==> src/rtl/err_syn_pkg.sv <==
package err_syn_pkg;
    localparam int REG_AW = 16;
    localparam int REG_DW = 64;
    localparam int ADDR_W = 44;
    localparam int LOG_W  = 43;

    localparam logic [REG_AW-1:0] OFF_SYN0 = 16'h0400;
    localparam logic [REG_AW-1:0] OFF_SYN1 = 16'h0408;
    localparam logic [REG_AW-1:0] OFF_CLR  = 16'h0480;
    localparam logic [REG_AW-1:0] OFF_CTRL = 16'h0500;

    localparam int BIT_FIRST = 62;
    localparam int BIT_MULT  = 59;
    localparam int BIT_REQEN = 2;
    localparam int BIT_RSPEN = 3;

    localparam logic [3:0] TYPE_DWR_RESP = 4'b0100;

    typedef enum logic {ST_EMPTY = 1'b0, ST_LOCKED = 1'b1} log_state_t;

    typedef struct packed {
        logic [3:0]  etype;
        logic [4:0]  opcode;
        logic [6:0]  srcid;
        logic [10:0] txnid;
        logic        dyncrd;
        logic        ns;
        logic [1:0]  order;
        logic [3:0]  memattr;
        logic [1:0]  snpattr;
        logic [2:0]  size;
        logic [1:0]  crdtype;
    } err_rec_t;

    function automatic logic [LOG_W-1:0] pack_log(input err_rec_t r);
        logic dwr;
        dwr = (r.etype == TYPE_DWR_RESP);
        return {1'b0, r.crdtype, r.size, r.snpattr, r.memattr, r.order,
                r.ns, r.dyncrd, dwr ? r.txnid : 11'd0,
                dwr ? r.srcid : 7'd0, r.opcode, r.etype};
    endfunction
endpackage

==> src/rtl/err_log_fsm.sv <==
module err_log_fsm
    import err_syn_pkg::*;
(
    input  logic              clk,
    input  logic              rst_n,
    input  logic              err_vld,
    input  err_rec_t          rec,
    input  logic [ADDR_W-1:0] addr,
    input  logic              clr_first,
    input  logic              clr_mult,
    output logic              first_vld,
    output logic              mult_err,
    output logic [LOG_W-1:0]  log_q,
    output logic [ADDR_W-1:0] addr_q
);
    log_state_t state_q, state_d;
    logic       load;

    // state register
    always_ff @(posedge clk) begin
        if (!rst_n) state_q <= ST_EMPTY;
        else        state_q <= state_d;
    end

    // next state and load decision
    always_comb begin
        state_d = state_q;
        load    = 1'b0;
        unique case (state_q)
            ST_EMPTY: if (err_vld) begin
                state_d = ST_LOCKED;           // CAPTURE
                load    = 1'b1;
            end
            ST_LOCKED: begin
                if (err_vld && clr_first) load = 1'b1;   // RECAPTURE
                else if (clr_first) state_d = ST_EMPTY;  // RELEASE
            end
        endcase
    end

    // outputs: log contents and overflow flag
    always_ff @(posedge clk) begin
        if (!rst_n) begin
            log_q    <= '0;
            addr_q   <= '0;
            mult_err <= 1'b0;
        end else begin
            if (load) begin
                log_q  <= pack_log(rec);
                addr_q <= addr;
            end
            if (state_q == ST_LOCKED && err_vld && !clr_first) mult_err <= 1'b1; // OVERFLOW
            else if (clr_mult) mult_err <= 1'b0;
        end
    end

    assign first_vld = (state_q == ST_LOCKED);

    AST_FIRST_SETS: assert property (@(posedge clk) disable iff (!rst_n)
        (!first_vld && err_vld) |=> first_vld);
    AST_LOCK_HOLDS: assert property (@(posedge clk) disable iff (!rst_n)
        (first_vld && err_vld && !clr_first) |=> ($stable(log_q) && $stable(addr_q)));
    AST_MULT_SETS: assert property (@(posedge clk) disable iff (!rst_n)
        (first_vld && err_vld && !clr_first) |=> mult_err);
    AST_RECAPTURE_KEEPS: assert property (@(posedge clk) disable iff (!rst_n)
        (err_vld && clr_first) |=> first_vld);
endmodule

==> src/rtl/err_reg_decode.sv <==
module err_reg_decode
    import err_syn_pkg::*;
(
    input  logic              clk,
    input  logic              rst_n,
    input  logic              reg_req,
    input  logic              reg_wr,
    input  logic [REG_AW-1:0] reg_addr,
    input  logic [REG_DW-1:0] reg_wdata,
    input  logic              first_vld,
    input  logic              mult_err,
    input  logic [LOG_W-1:0]  log_q,
    input  logic [ADDR_W-1:0] addr_q,
    output logic [REG_DW-1:0] rdata,
    output logic              rvalid,
    output logic              clr_first,
    output logic              clr_mult,
    output logic              req_en,
    output logic              rsp_en
);
    localparam int PAD1 = REG_DW - ADDR_W;

    logic              wr_ok, rd_ok;
    logic [REG_DW-1:0] rd_mux;
    logic              unused_wdata;

    assign wr_ok     = reg_req && reg_wr;
    assign rd_ok     = reg_req && !reg_wr;
    assign clr_first = wr_ok && (reg_addr == OFF_CLR) && reg_wdata[BIT_FIRST];
    assign clr_mult  = wr_ok && (reg_addr == OFF_CLR) && reg_wdata[BIT_MULT];
    assign unused_wdata = ^reg_wdata;

    always_ff @(posedge clk) begin
        if (!rst_n) begin
            req_en <= 1'b1;
            rsp_en <= 1'b0;
        end else if (wr_ok && reg_addr == OFF_CTRL) begin
            req_en <= reg_wdata[BIT_REQEN];
            rsp_en <= reg_wdata[BIT_RSPEN];
        end
    end

    always_comb begin
        rd_mux = '0;
        unique case (reg_addr)
            OFF_SYN0: rd_mux = {1'b0, first_vld, 2'b00, mult_err, 16'd0, log_q};
            OFF_SYN1: rd_mux = {{PAD1{1'b0}}, addr_q};
            OFF_CTRL: begin
                rd_mux[BIT_REQEN] = req_en;
                rd_mux[BIT_RSPEN] = rsp_en;
            end
            default:  rd_mux = '0;
        endcase
    end

    always_ff @(posedge clk) begin
        if (!rst_n) begin
            rdata  <= '0;
            rvalid <= 1'b0;
        end else begin
            rvalid <= rd_ok;
            rdata  <= rd_ok ? rd_mux : '0;
        end
    end

    AST_READ_LATENCY: assert property (@(posedge clk) disable iff (!rst_n)
        rd_ok |=> rvalid);
    AST_CLR_READS_ZERO: assert property (@(posedge clk) disable iff (!rst_n)
        (rd_ok && reg_addr == OFF_CLR) |=> (rdata == '0));
endmodule

==> src/rtl/err_notify.sv <==
module err_notify (
    input  logic clk,
    input  logic rst_n,
    input  logic err_vld,
    input  logic err_on_rsp,
    input  logic req_en,
    input  logic rsp_en,
    output logic notify_req,
    output logic notify_rsp
);
    always_ff @(posedge clk) begin
        if (!rst_n) begin
            notify_req <= 1'b0;
            notify_rsp <= 1'b0;
        end else begin
            notify_req <= err_vld && !err_on_rsp && req_en;
            notify_rsp <= err_vld &&  err_on_rsp && rsp_en;
        end
    end

    AST_NOTIFY_CAUSE: assert property (@(posedge clk) disable iff (!rst_n)
        (notify_req || notify_rsp) |-> $past(err_vld));
    AST_NOTIFY_EXCL: assert property (@(posedge clk) disable iff (!rst_n)
        $onehot0({notify_req, notify_rsp}));
endmodule

==> src/rtl/err_syndrome_unit.sv <==
module err_syndrome_unit
    import err_syn_pkg::*;
(
    input  logic        clk,
    input  logic        rst_n,
    input  logic        err_vld_i,
    input  logic        err_on_rsp_i,
    input  logic [3:0]  err_type_i,
    input  logic [4:0]  err_opcode_i,
    input  logic [6:0]  err_srcid_i,
    input  logic [10:0] err_txnid_i,
    input  logic        err_dyncrd_i,
    input  logic        err_ns_i,
    input  logic [1:0]  err_order_i,
    input  logic [3:0]  err_memattr_i,
    input  logic [1:0]  err_snpattr_i,
    input  logic [2:0]  err_size_i,
    input  logic [1:0]  err_crdtype_i,
    input  logic [43:0] err_addr_i,
    input  logic        reg_req_i,
    input  logic        reg_wr_i,
    input  logic [15:0] reg_addr_i,
    input  logic [63:0] reg_wdata_i,
    output logic [63:0] reg_rdata_o,
    output logic        reg_rvalid_o,
    output logic        notify_req_o,
    output logic        notify_rsp_o
);
    err_rec_t          rec;
    logic              clr_first, clr_mult, first_vld, mult_err, req_en, rsp_en;
    logic [LOG_W-1:0]  log_q;
    logic [ADDR_W-1:0] addr_q;

    assign rec = '{etype: err_type_i, opcode: err_opcode_i, srcid: err_srcid_i,
                   txnid: err_txnid_i, dyncrd: err_dyncrd_i, ns: err_ns_i,
                   order: err_order_i, memattr: err_memattr_i,
                   snpattr: err_snpattr_i, size: err_size_i, crdtype: err_crdtype_i};

    err_log_fsm u_log (
        .clk(clk), .rst_n(rst_n), .err_vld(err_vld_i), .rec(rec), .addr(err_addr_i),
        .clr_first(clr_first), .clr_mult(clr_mult), .first_vld(first_vld),
        .mult_err(mult_err), .log_q(log_q), .addr_q(addr_q)
    );

    err_reg_decode u_dec (
        .clk(clk), .rst_n(rst_n), .reg_req(reg_req_i), .reg_wr(reg_wr_i),
        .reg_addr(reg_addr_i), .reg_wdata(reg_wdata_i), .first_vld(first_vld),
        .mult_err(mult_err), .log_q(log_q), .addr_q(addr_q), .rdata(reg_rdata_o),
        .rvalid(reg_rvalid_o), .clr_first(clr_first), .clr_mult(clr_mult),
        .req_en(req_en), .rsp_en(rsp_en)
    );

    err_notify u_ntf (
        .clk(clk), .rst_n(rst_n), .err_vld(err_vld_i), .err_on_rsp(err_on_rsp_i),
        .req_en(req_en), .rsp_en(rsp_en), .notify_req(notify_req_o),
        .notify_rsp(notify_rsp_o)
    );
endmodule

==> config.mk <==
export PLATFORM = sky130hd
export DESIGN_NAME = err_syndrome_unit
export DESIGN_NICKNAME = d
export VERILOG_FILES = /design/src/rtl/err_syn_pkg.sv /design/src/rtl/err_log_fsm.sv /design/src/rtl/err_reg_decode.sv /design/src/rtl/err_notify.sv /design/src/rtl/err_syndrome_unit.sv
export SDC_FILE = /design/constraint.sdc
export NUM_CORES = 1
export LEC_CHECK = 0
export ABC_CLOCK_PERIOD_IN_PS = 2650
export BUFFER_PORTS_ARGS = -buffer_cell sky130_fd_sc_hd__buf_2
export CAP_MARGIN = 20
export CORE_MARGIN = 3
export CORE_UTILIZATION = 36
export CTS_CLUSTER_DIAMETER = 50
export DETAILED_ROUTE_END_ITERATION = 8
export GPL_ROUTABILITY_DRIVEN = 0
export HOLD_SLACK_MARGIN = 0.1
export MAX_ROUTING_LAYER = met4
export PLACE_DENSITY_LB_ADDON = 0.08
export SKIP_CTS_REPAIR_TIMING = 1
export SLEW_MARGIN = 10
export SYNTH_ARGS = -nofsm -noshare
export SYNTH_HDL_FRONTEND = slang
export SYNTH_HIERARCHICAL = 1
export SYNTH_SLANG_ARGS = --single-unit
==> constraint.sdc <==
create_clock -name clk -period 2.65 [get_ports clk]
set_input_delay 0.265 -clock clk [delete_from_list [all_inputs] [get_ports clk]]
set_output_delay 0.265 -clock clk [all_outputs]
set_load 0.02 [all_outputs]
# ---- Word-level counts from Yosys, hierarchy flattened
# Index checks and enable logic that the tools add are counted.
# Widths: inputs -> output; s select.
dict set report word_totals {
  regBits 157
  input_bits 172
  output_inout_bits 67
  wordCells 47
}
dict set report classes {
  eq_ne 5
  muxes 13
  bitwise_logic 1
  reduce_logical 18
}
# cell count
set ops {}
lappend ops {{$pmux 59 s2} 1}
lappend ops {{$eq 16x11->1 const B} 4}
lappend ops {{$logic_and 1x1->1} 13}
lappend ops {{$mux 11} 1}
lappend ops {{$mux 7} 1}
lappend ops {{$mux 1} 6}
lappend ops {{$pmux 2 s3} 1}
lappend ops {{$eq 4x3->1 const B} 1}
lappend ops {{$pmux 1 s2} 2}
lappend ops {{$pmux 2 s2} 1}
lappend ops {{$logic_not 1->1} 3}
lappend ops {{$reduce_and 2->1} 1}
lappend ops {{$reduce_bool 2->1} 1}
lappend ops {{$not 1->1} 1}

# ---- Depth between registers and ports, before layout
dict set report logic_depth {
  word_depth 6
  ltp_mapped 10
  mapped_depth_nobuf 7
}

# ---- Cells and area by module
# Netlist, hierarchy kept.
# mod n_inst cells_per_inst area_each_um2 seq_area_each_um2
set by_module_without_submodules {}
lappend by_module_without_submodules {err_log_fsm 1 402 3398.3 1761.7}
lappend by_module_without_submodules {err_reg_decode 1 152 1791.7 980.9}
lappend by_module_without_submodules {err_notify 1 4 60.1 40.0}

# ---- Worst setup path after synthesis
# OpenSTA, ideal clock, no wires.
dict set report synth_timing {
  path_type {input port to flip-flop}
  start {input port reg_addr_i[6]}
  end {register u_log.log_q[17]}
  setup_time_ns 0.121
  arrival_ns 2.297
  t_required_ns 2.529
  path_slack_ns 0.232
  cell_stages 9
  n_path_buf 2
  cell_sequence {or4b_1 > nor4_1 > and3_1 > and2_1 > and2b_4 > buf_2 > nor2_4 > buf_6 > o22ai_2}
}
dict set report synth_via {
  elab_chain_cells 6
}
# item line_no
set synth_rtl {}
lappend synth_rtl {{start, declared} err_syndrome_unit.sv:22} ;# input logic [15:0] reg_addr_i,
lappend synth_rtl {{$eq 16x11->1} err_reg_decode.sv:29} ;# assign clr_first = wr_ok && (reg_addr == OFF_CLR) && reg_wdata[BIT_FIRST];
lappend synth_rtl {{$logic_and 1x1->1 (2 in series)} err_reg_decode.sv:29}
lappend synth_rtl {{named net clr_first} err_syndrome_unit.sv:30} ;# logic clr_first, clr_mult, first_vld, mult_err, req_en, rsp_en;
lappend synth_rtl {{$logic_and 1x1->1} err_log_fsm.sv:35} ;# if (err_vld && clr_first) load = 1'b1;
lappend synth_rtl {{$mux 1} err_log_fsm.sv:35}
lappend synth_rtl {{$pmux 1 s2} err_log_fsm.sv:29} ;# unique case (state_q)
lappend synth_rtl {{end signal, assigned} err_log_fsm.sv:49} ;# log_q <= pack_log(rec);
lappend synth_rtl {{end, declared} err_log_fsm.sv:13} ;# output logic [LOG_W-1:0] log_q,
# The timed path passes the listed nets, and every way through them passes these cells.
# A chain may end at the register's enable or synchronous reset.

# ---- Worst setup path in the final report
dict set report layout_timing {
  start {input port reg_addr_i[6]}
  end {register u_log.log_q[13]}
}
# Same word-level chain as after synthesis.

==> impl_metrics.yaml <==
hold_path:
  hold_path_class: "in2reg"
  min_from: "reg_wdata_i[3]"
  hold_path_depth: 3
  whs_endpoint: "u_dec/rsp_en"
critical_path:
  r2r-start: "u_log/first_vld"
  worstPathRequired_ps: 2980
  rr_endpoint: "u_log/addr_q[17]"
  cp_max_fo: 18
  worst_ep_arrival_time_ps: 2640
  worst_setup_path_end_kind: "flip-flop"
  path_class: "in2reg"
  crit_path_start_kind: "primary input"
  r2r_slack_ps: 1250
  reg2regPathDepth: 4
cells_and_area:
  area_growth_pct: 29.3
  final_util_pct: 48.2
  fin_cells: 901
  layout-drive-gt1-share_pct: 31.3
  nets: 878
power_and_ir_drop:
  ir_drop_mv: 0.441
  leakage_nw: 2.88
  power.density_nw_per_um2: 727
synth:
  synth_area_per_cell_um2: 9.41
  ys_seq_area_share_pct: 53.0
  synthTopCellsByArea: "dfxtp_1, a21oi_1, a22o_1"
  yosysTopAreaCellShare_pct: 53.0
  synth_enable_flop_cells: 0
  async_flop_share_pct: 0
  synth-seq-cells: 139
  synth_area_um2: 5250
  yosysTopAreaCell: "dfxtp_1"
  synthCells: 558
  yosys_warnings: 6
  synthFlopType: "dfxtp_1"
  yosys.cell_types.count: 42
timing:
  fin_tns_setup_ps: 0
  relSlewSlack_pct: 48.1
  worst_slew_pin_slew_ps: 779
  maxSlewViolCount: 0
  period_minus_slack_ps: 2310
  fin_crit_sh_pct: 87.2
  setup_violations: 0
  holdWs_ps: 80.9
  fin_ws_ps: 339
  hold_viol_final: 0
  max_freq_mhz: 433
  rsz0062_at_grt: "no"
  clock_skew_ps: 5.09
run:
  drv_cap: 0
floorplan:
  core_area_um2: 14100
  start_util_pct: 37.2
  die_x_um: 127
  die_height_um: 127
  die_area_um2: 16100
  ioPinCount: 239
  rows: 43
drt:
  routed_wl_um: 14800
  drcViolationCount: 0
  num_vias: 4642
  antenna_left: 0
  firstDrtPassIters: 4
  routedWlPerCell_um: 16.4
  vias_per_cell: 5.15
  drt_iter0_markers: 301
status:
  run_status: "finished clean"
clocking:
  path_clk_slew_ps: 60
  cts_max_path_buffers: 2
  worstSkewPairLatency_ps: 420
  clock-root-buffer: "clkbuf_16"
  clock_sink_count: 139
  cts_tree: "yes"
  numCtsBuffers: 17
  htree_levels: 4
place:
  place_ws_ps: -107
  numPortBuffers: 160
  place_inst: 863
  dp_hpwl_um: 9580
global_route:
  grt_pass1_wl_um: 22900
  overflow: 0
  antenna_found_initial: 0
  track_usage_pct: 18.6
  grt_pass1_vias: 4463
  grt_max_degree: 73
## layout make-up
cell class | count | area, um2
Multi-Input combinational cell | 363 | 2120
Inverter | 3 | 11.3
Antenna cell | 2 | 5.00
Clock inverter | 7 | 114
Timing Repair Buffer | 182 | 1050
Fill cell | 1396 | 7310
Clock buffer | 25 | 475
Tap cell | 180 | 225
Sequential cell | 139 | 2780
## power breakdown
part	switching [mW]	internal [mW]	total (mW)
clock	0.841	1.53	2.37
combinational	0.231	0.150	0.381
sequential	0.0285	2.15	2.18
## synth_stat cells (all sizes together), types with 2 or more instances
cell	n
a21oi	72
a22o	41
and2	6
buf	45
clkbuf	25
conb	2
dfxtp	139
inv	3
mux2i	2
nand2	38
nand2b	2
nand3	69
nor2	6
nor2b	2
nor3b	2
nor4	2
o21ai	69
o22ai	18
or4	2
or4b	2
## worst max-delay path by stage
| stage | startpoint | endpoint |
|---|---|---|
| after floorplan | reg_addr_i[6] | u_log/log_q[17] |
| after global placement | reg_addr_i[6] | u_log/log_q[19] |
| after detailed placement | reg_addr_i[6] | u_log/log_q[13] |
| after CTS | reg_addr_i[6] | u_log/log_q[15] |
| after global routing | reg_addr_i[6] | u_log/log_q[10] |
| final | reg_addr_i[6] | u_log/log_q[13] |
## critical path, cell delays in order
cell and delay, ps:
buf_2 90, or4b_1 550, nor4_1 300, buf_4 180, and3_1 180, and2_1 150, nand2b_2 300, nand3_4 330
o22ai_1 290
## through the flow
step                      power [mW]  instance area [um2]
after floorplan                 2.46                 5310
after global placement          2.60                 6150
after CTS                       4.99                 6740
after global routing            5.12                 6780
final                           4.93                 6790
after detailed placement        2.60                 6150
## sequential cells by signal, summed over array words and instances, names as in the netlist
| name | flops |
|---|---|
| u_dec/rvalid | 1 |
| u_ntf/notify_rsp | 1 |
| u_ntf/notify_req | 1 |
| u_log/mult_err | 1 |
| u_log/addr_q | 44 |
| u_log/first_vld | 1 |
| u_log/log_q | 42 |
| u_dec/rdata | 46 |
| u_dec/rsp_en | 1 |
| u_dec/req_en | 1 |
## layout by cell type, fill, tap and decap left out, drive strengths merged, types with 18 or more instances in the layout
cell type and n:
dfxtp 139, a21oi 72, o22ai 18, nand3 69, buf 178, conb 19
nand2 38, a22o 41, clkbuf 25, o21ai 69
## per-layer routing
layer	share of wire (%)	wire, um	GRT usage [%]	vias to the layer above
li1	-	-	-	2262
met1	47	6900	24.1	2190
met2	45	6630	27.9	163
met3	6.9	1030	5.05	27
met4	1.8	263	6.62	0
met5	0	0	-	-
## logic make-up (layout without fill, tap and decap cells)
logic type             after synthesis  after routing  share of synthesized area (%)
AOI/OAI and AO/OA                  201            201                           23.8
muxes                                2              2                          0.381
DFF                                139            139                           53.0
other                                2             21                          0.143
buffers and inverters               73            217                           7.94
and+or+nand+nor                    141            141                           14.8
Power figures use the tool's default switching activity.
